**src/rtl/stopctl_pkg.sv**
```systemverilog
package stopctl_pkg;

    typedef enum logic [2:0] {
        ST_RUN    = 3'd0,
        ST_LIGHT  = 3'd1,
        ST_DEEP   = 3'd2,
        ST_WAKE_L = 3'd3,
        ST_WAKE_D = 3'd4,
        ST_DEBUG  = 3'd5
    } state_e;

    typedef enum logic [1:0] {
        MODE_RUN   = 2'd0,
        MODE_LIGHT = 2'd1,
        MODE_DEEP  = 2'd2,
        MODE_DEBUG = 2'd3
    } mode_e;

    typedef struct packed {
        logic  sys_clk_en;
        logic  dbg_clk_en;
        logic  reg_stby;
        logic  io_hiz;
        logic  io_hold;
        logic  exit_rst;
        mode_e mode;
    } ctl_out_t;

    function automatic ctl_out_t decode_state(input state_e s, input logic dbg_en);
        ctl_out_t o;
        o.sys_clk_en = 1'b1;
        o.dbg_clk_en = 1'b1;
        o.reg_stby   = 1'b0;
        o.io_hiz     = 1'b0;
        o.io_hold    = 1'b0;
        o.exit_rst   = 1'b0;
        o.mode       = MODE_RUN;
        case (s)
            ST_LIGHT: begin
                o.sys_clk_en = dbg_en;
                o.dbg_clk_en = dbg_en;
                o.reg_stby   = !dbg_en;
                o.io_hold    = 1'b1;
                o.mode       = MODE_LIGHT;
            end
            ST_DEEP: begin
                o.sys_clk_en = 1'b0;
                o.dbg_clk_en = 1'b0;
                o.reg_stby   = 1'b1;
                o.io_hiz     = 1'b1;
                o.mode       = MODE_DEEP;
            end
            ST_WAKE_L: begin
                o.io_hold = 1'b1;
                o.mode    = MODE_LIGHT;
            end
            ST_WAKE_D: begin
                o.io_hiz   = 1'b1;
                o.exit_rst = 1'b1;
                o.mode     = MODE_DEEP;
            end
            ST_DEBUG: o.mode = MODE_DEBUG;
            default: ;
        endcase
        return o;
    endfunction

    function automatic logic is_stopped(input mode_e m);
        return (m == MODE_LIGHT) || (m == MODE_DEEP);
    endfunction

endpackage

```
**src/rtl/stopctl_dbg.sv**
```systemverilog
module stopctl_dbg (
    input  logic       clk,
    input  logic       rst,
    input  logic       live,
    input  logic       stopped,
    input  logic       wr_ctl,
    input  logic       wr_val,
    input  logic       rd_stat,
    input  logic       mem_cmd,
    output logic       en_q,
    output logic       rd_valid_q,
    output logic [1:0] rd_data_q,
    output logic       mem_valid_q,
    output logic       mem_err_q,
    output logic       mem_do_q
);
    logic wr_ok, rd_ok, mem_ok;

    assign wr_ok  = live && wr_ctl;
    assign rd_ok  = live && rd_stat;
    assign mem_ok = live && mem_cmd;

    always_ff @(posedge clk) begin
        if (rst) begin
            en_q        <= 1'b0;
            rd_valid_q  <= 1'b0;
            rd_data_q   <= 2'b00;
            mem_valid_q <= 1'b0;
            mem_err_q   <= 1'b0;
            mem_do_q    <= 1'b0;
        end else begin
            if (wr_ok) en_q <= wr_val;
            rd_valid_q  <= rd_ok;
            rd_data_q   <= rd_ok ? {stopped, en_q} : 2'b00;
            mem_valid_q <= mem_ok;
            mem_err_q   <= mem_ok && stopped;
            mem_do_q    <= mem_ok && !stopped;
        end
    end

    // the enable bit cannot move while the debug clock is gated
    assert_en_frozen_R11: assert property (@(posedge clk) disable iff (rst)
        !live |=> $stable(en_q));

    // a response is either refused or performed, never both
    assert_mem_excl_R4: assert property (@(posedge clk) disable iff (rst)
        mem_valid_q |-> (mem_err_q != mem_do_q));

endmodule

```
**src/rtl/stopctl_wake.sv**
```systemverilog
module stopctl_wake #(
    parameter int IRQ_W = 8
) (
    input  logic             clk,
    input  logic             rst,
    input  logic [IRQ_W-1:0] irq,
    input  logic             tick,
    input  logic             tick_ack,
    input  logic             in_deep,
    output logic             wake,
    output logic             flag_q
);
    localparam int LAST = IRQ_W - 1;

    logic [LAST:0] any_chain;

    generate
        for (genvar i = 0; i <= LAST; i++) begin : g_or
            if (i == 0) begin : g_first
                assign any_chain[i] = irq[i];
            end else begin : g_next
                assign any_chain[i] = any_chain[i-1] | irq[i];
            end
        end
    endgenerate

    assign wake = any_chain[LAST] | tick;

    always_ff @(posedge clk) begin
        if (rst) flag_q <= 1'b0;
        else     flag_q <= (tick && !in_deep) || (flag_q && !tick_ack);
    end

    // no flag can appear from deep stop
    assert_no_flag_deep_R7: assert property (@(posedge clk) disable iff (rst)
        (in_deep && !flag_q) |=> !flag_q);

endmodule

```
**src/rtl/stopctl_fsm.sv**
```systemverilog
module stopctl_fsm
    import stopctl_pkg::*;
(
    input  logic   clk,
    input  logic   rst,
    input  logic   stop_exec,
    input  logic   stop_deep,
    input  logic   dbg_en,
    input  logic   halt_ok,
    input  logic   resume_ok,
    input  logic   wake,
    output state_e state_q
);
    state_e state_d;

    always_comb begin
        state_d = state_q;
        case (state_q)
            ST_RUN: begin
                if (halt_ok)        state_d = ST_DEBUG;
                else if (stop_exec) state_d = (stop_deep && !dbg_en) ? ST_DEEP : ST_LIGHT;
            end
            ST_LIGHT: begin
                if (halt_ok)   state_d = ST_DEBUG;
                else if (wake) state_d = ST_WAKE_L;
            end
            ST_DEEP:   if (wake) state_d = ST_WAKE_D;
            ST_WAKE_L: state_d = ST_RUN;
            ST_WAKE_D: state_d = ST_RUN;
            ST_DEBUG:  if (resume_ok) state_d = ST_RUN;
            default:   state_d = ST_RUN;
        endcase
    end

    always_ff @(posedge clk) begin
        if (rst) state_q <= ST_RUN;
        else     state_q <= state_d;
    end

    // deep stop is never occupied while debug is enabled
    assert_deep_no_dbg_R3: assert property (@(posedge clk) disable iff (rst)
        (state_q == ST_DEEP) |-> !dbg_en);

    // the light-stop exit lasts exactly one cycle
    assert_light_exit_R8: assert property (@(posedge clk) disable iff (rst)
        (state_q == ST_WAKE_L) |=> (state_q == ST_RUN));

    // resume from debug returns to run
    assert_resume_R10: assert property (@(posedge clk) disable iff (rst)
        (state_q == ST_DEBUG && resume_ok) |=> (state_q == ST_RUN));

endmodule

```
**src/rtl/stop_mode_ctrl.sv**
```systemverilog
module stop_mode_ctrl
    import stopctl_pkg::*;
#(
    parameter int IRQ_W = 8
) (
    input  logic             clk,
    input  logic             rst,
    input  logic             stop_exec,
    input  logic             stop_deep,
    input  logic [IRQ_W-1:0] irq,
    input  logic             tmr_tick,
    input  logic             tmr_ack,
    input  logic             dbg_wr_ctl,
    input  logic             dbg_wr_val,
    input  logic             dbg_rd_stat,
    input  logic             dbg_mem_cmd,
    input  logic             dbg_halt,
    input  logic             dbg_resume,
    output logic [1:0]       mode,
    output logic             sys_clk_en,
    output logic             dbg_clk_en,
    output logic             reg_stby,
    output logic             io_hiz,
    output logic             io_hold,
    output logic             exit_rst,
    output logic             tmr_flag,
    output logic             dbg_rd_valid,
    output logic [1:0]       dbg_rd_data,
    output logic             dbg_mem_valid,
    output logic             dbg_mem_err,
    output logic             dbg_mem_do
);
    state_e   state_q;
    ctl_out_t outs;
    logic     dbg_en, live, stopped, in_deep, wake;

    assign outs    = decode_state(state_q, dbg_en);
    assign live    = outs.dbg_clk_en;
    assign stopped = is_stopped(outs.mode);
    assign in_deep = (outs.mode == MODE_DEEP);

    stopctl_dbg u_dbg (
        .clk(clk), .rst(rst), .live(live), .stopped(stopped),
        .wr_ctl(dbg_wr_ctl), .wr_val(dbg_wr_val), .rd_stat(dbg_rd_stat),
        .mem_cmd(dbg_mem_cmd), .en_q(dbg_en), .rd_valid_q(dbg_rd_valid),
        .rd_data_q(dbg_rd_data), .mem_valid_q(dbg_mem_valid),
        .mem_err_q(dbg_mem_err), .mem_do_q(dbg_mem_do)
    );

    stopctl_wake #(.IRQ_W(IRQ_W)) u_wake (
        .clk(clk), .rst(rst), .irq(irq), .tick(tmr_tick), .tick_ack(tmr_ack),
        .in_deep(in_deep), .wake(wake), .flag_q(tmr_flag)
    );

    stopctl_fsm u_fsm (
        .clk(clk), .rst(rst), .stop_exec(stop_exec), .stop_deep(stop_deep),
        .dbg_en(dbg_en), .halt_ok(live && dbg_en && dbg_halt),
        .resume_ok(live && dbg_resume), .wake(wake), .state_q(state_q)
    );

    assign mode       = outs.mode;
    assign sys_clk_en = outs.sys_clk_en;
    assign dbg_clk_en = outs.dbg_clk_en;
    assign reg_stby   = outs.reg_stby;
    assign io_hiz     = outs.io_hiz;
    assign io_hold    = outs.io_hold;
    assign exit_rst   = outs.exit_rst;

    // pins float only in deep stop or its exit
    assert_hiz_deep_R2: assert property (@(posedge clk) disable iff (rst)
        io_hiz |-> (mode == MODE_DEEP));

    // regulator standby never requested with debug enabled
    assert_stby_dbg_R3: assert property (@(posedge clk) disable iff (rst)
        reg_stby |-> !dbg_en);

    // exit pulse from deep stop is followed by run
    assert_deep_exit_R9: assert property (@(posedge clk) disable iff (rst)
        exit_rst |=> (mode == MODE_RUN && !exit_rst));

endmodule

```
**config.mk**
```make
export PLATFORM = sky130hd
export DESIGN_NAME = stop_mode_ctrl
export DESIGN_NICKNAME = d
export VERILOG_FILES = /design/src/rtl/stopctl_pkg.sv /design/src/rtl/stopctl_dbg.sv /design/src/rtl/stopctl_wake.sv /design/src/rtl/stopctl_fsm.sv /design/src/rtl/stop_mode_ctrl.sv
export SDC_FILE = /design/constraint.sdc
export NUM_CORES = 1
export LEC_CHECK = 0
export CAP_MARGIN = 30
export CORE_MARGIN = 3
export CORE_UTILIZATION = 39
export CTS_CLUSTER_SIZE = 10
export DETAILED_ROUTE_END_ITERATION = 6
export HOLD_SLACK_MARGIN = 0.12
export PLACE_DENSITY = 0.8
export SYNTH_ARGS = -nofsm -noshare
export SYNTH_HDL_FRONTEND = slang
export SYNTH_SLANG_ARGS = --single-unit
```
**constraint.sdc**
```tcl
create_clock -name clk -period 2.2 [get_ports clk]
set_clock_uncertainty 0.05 [all_clocks]
set_input_delay 0.44 -clock clk [delete_from_list [all_inputs] [get_ports clk]]
set_output_delay 0.44 -clock clk [all_outputs]
set_load 0.01 [all_outputs]
```
==> flow_summary_export.csv <==
group,metric,value,unit
run_status,outcome,"complete, no violations",
clock_network,h-tree-depth,1,
floorplanning,die_h,45.0,um
timing,drv_slew,0,
critical_path,required,1.71,ns
synthesis,ys.flop_type,"dfxtp_1",
global_routing,antenna_found_initial,0,
job,cap_violations,0,
placed_design,routabilityCongestion,0.817,
synthesis,synth_warnings,0,
synthesis,synth_xor_area_share,0,%
clock_network,cts_tree,"done",
synthesis,synth_top_family_by_area,"simple AND/OR/NAND/NOR gates",
timing,slew-limit-headroom,73.8,%
synthesis,yosysSeqAreaShare,37.1,%
placed_design,dpl-instance-area,953,sq um
timing,worst_pin_slew,0.392,ns
synthesis,synth-edff-count,0,
clock_network,cts_buffers,3,
detailed_routing,drcViolationCount,0,
global_routing,grt_max_degree,12,
floorplanning,ios,35,
clock_network,clock_sinks,11,
detailed_routing,drt_iter0_markers,15,
final_layout,nets,129,
detailed_routing,firstDrtPassIters,4,
critical_path,crit_type,"reg2out",
global_routing,grt_overflow,0,
final_layout,fill_cells,112,
placed_design,io_buffers,34,
timing,fin_crit_sh,93.6,%
floorplanning,chipWidth,45.0,um
timing,setup-violations-final,0,
detailed_routing,routed-via-count,637,
synthesis,synthCells,69,
final_layout,layout-drive-gt1-share,15.9,%
synthesis,ys_ff_latch,11,
power_and_ir_drop,p_per_area,639,mW/mm^2
min_path,min_path_type,"reg2reg",
floorplanning,rows,13,
timing,rsz0062_at_grt,"false",
synthesis,synth.cell_area,594,sq um
global_routing,grt_pass1_wl,2640,um
synthesis,synthAdderAreaFrac,2.11,%
synthesis,async_flop_share,0,%
critical_path,crit_path_max_incr_delay,0.54,ns
critical_path,slowest_stage,"clkdlybuf4s50_1",
critical_path,critPathTopFamily,"buffers and inverters",
power_and_ir_drop,p_leak,0.416,nW
placed_design,hpwl,1340,um
synthesis,synth_simple_gate_area_share,33.7,%
synthesis,yosysUniqueCellTypes,25,
critical_path,critical_path_buf_inv_count,2,
timing,finalHoldViolCount,0,
clock_network,cts_root_buffer,"clkbuf_4",
placed_design,dp_cells,117,
floorplanning,start_util,43.5,%
global_routing,grt_pass1_vias,628,
clock_network,clk_pin_slew_worst_paths,0.06,ns
floorplanning,die-area,0.00203,sq mm
synthesis,avgSynthCellArea,8.61,sq um
critical_path,worst-path-max-fanout,11,
timing,finalSetupTns,0,ns
final_layout,design_area,998,sq um
synthesis,synth.area.mux_share,1.89,%
global_routing,grt_use_total,17.6,%
timing,fmax,486,MHz
critical_path,worstPathCellList,"buf_4 -> nand2b_1 -> nor2_1 -> clkdlybuf4s50_1",
final_layout,stdcell_count,122,
critical_path,cp-end-kind,"primary output",
final_layout,area.growth.synth_to_final,68.0,%
power_and_ir_drop,peakVddDrop,730,uV
clock_network,clk_latency,0.26,ns
detailed_routing,ant_nets,0,
critical_path,worst_ep_arrival_time,1.57,ns
floorplanning,core_area,0.00137,sq mm
timing,finalCriticalPeriod,2.06,ns
clock_network,cts_buffer_depth,2,
detailed_routing,vias_per_cell,5.22,
critical_path,cp-start-kind,"flop",
synthesis,synth_compound_area_share,18.9,%
detailed_routing,routed_wl,1660,um
final_layout,antenna_cells,0,
synthesis,synth_nets,90,
detailed_routing,routedWlPerCell,13.6,um
==> registers in the layout, indices dropped and copies added (netlist names) <==
register           flops
u_dbg.rd_valid_q       1
u_dbg.rd_data_q        2
u_wake.flag_q          1
u_dbg.mem_valid_q      1
u_fsm.state_q          3
u_dbg.mem_do_q         1
u_dbg.en_q             1
u_dbg.mem_err_q        1
==> path summary, 6_finish.rpt <==
path,end,startpoint,cells after the start,slack (ns)
max,exit_rst,u_fsm.state_q[1]$_SDFFE_PP0P_,4,0.14
min,u_wake.flag_q$_SDFF_PP0_,u_wake.flag_q$_SDFF_PP0_,2,0.43
max reg2reg,u_fsm.state_q[1]$_SDFFE_PP0P_,u_fsm.state_q[2]$_SDFFE_PP0P_,5,0.50
min reg2reg,u_wake.flag_q$_SDFF_PP0_,u_wake.flag_q$_SDFF_PP0_,2,0.43
==> logic make-up after synthesis <==
kind of cell,after synthesis
AND/OR/NAND/NOR,35
AO/OA/AOI/OAI,14
flip-flops,11
buffers and inverters,7
multiplexers,1
adder cells (fa/ha/maj),1
==> what timing repair did <==
action | CTS | global route
hold buffers | 0 | 0
gates resized for setup | 3 | 5
gates cloned | 0 | 0
pin swaps | 1 | 0
endpoints found under the setup margin | 4 | 3
setup buffers | 1 | 0
hold endpoints to repair | 0 | 0
==> synth_stat cells, types with 2 or more instances <==
library cell / instances / area share [%]
nand2b_1: 5 / 5.3
o21a_1: 2 / 2.5
nor2b_1: 3 / 3.2
nand2_1: 8 / 5.1
nor4_1: 2 / 2.1
and2_1: 2 / 2.1
nor2_1: 3 / 1.9
nor3_1: 3 / 2.5
dfxtp_1: 11 / 37
inv_1: 2 / 1.3
buf_4: 2 / 2.5
and3_1: 2 / 2.1
buf_2: 3 / 2.5
a2111oi_2: 2 / 5.1
a21oi_1: 7 / 5.9
nor4b_1: 3 / 4.4
==> cells in the final DEF, fill, tap and decap left out <==
master and instances:
nand3_1 1, a21oi_4 1, nand2_1 8, inv_1 2
nor2_1 2, mux2_2 1, nor2_2 2, nand2b_1 4
a211oi_1 1, nor3_1 3, ha_1 1, o21a_1 2
clkbuf_1 1, dfxtp_1 10, dlygate4sd2_1 2, clkbuf_4 3
nand2b_2 1, and2_1 2, dlymetal6s2s_1 3, and2b_1 1
nor4_1 2, nor4b_1 3, o22a_1 1, a2111oi_2 2
dfxtp_2 1, buf_4 5, a21oi_1 7, or3b_4 1
nor2b_1 3, and3_1 2, clkdlybuf4s50_1 29
==> power breakdown <==
part           internal [W]  switching, W
registers          0.000220     0.0000112
clock network     0.0000701     0.0000645
logic              0.000151      0.000121
total              0.000442      0.000196
==> routing by layer <==
layer	GRT usage, %	wire, um	vias up
li1	-	-	319
met4	3.51	12	0
met1	20.8	698	294
met2	30.5	788	22
met3	6.37	161	2
met5	0	0	-
==> worst min-delay path: stages (launching register included) <==
cell and delay (ns):
dfxtp_1 0.31, nand2b_1 0.07, a21oi_1 0.05
==> per-stage QoR <==
| step | power (W) | setup slack (ns) | utilization, % | hold slack [ns] |
|---|---|---|---|---|
| after global placement | 0.000503 | 0.231 | 69.8 | 0.411 |
| after detailed placement | 0.000508 | 0.197 | 69.8 | 0.430 |
| after CTS | 0.000645 | 0.0308 | 72.3 | 0.439 |
| after global routing | 0.000681 | 0.0645 | 73.1 | 0.465 |
| final | 0.000638 | 0.142 | 73.1 | 0.432 |
| after floorplan | 0.000374 | 0.487 | - | 0.439 |
==> final cells by class <==
type	count	area (sq um)	share of cell area (%)
Clock buffer	4	26.3	2.63
Inverter	2	7.51	0.752
Multi-Input combinational cell	51	342	34.2
Sequential cell	11	221	22.2
Tap cell	15	18.8	1.88
Timing Repair Buffer	39	383	38.3
Power figures use the tool's default switching activity.
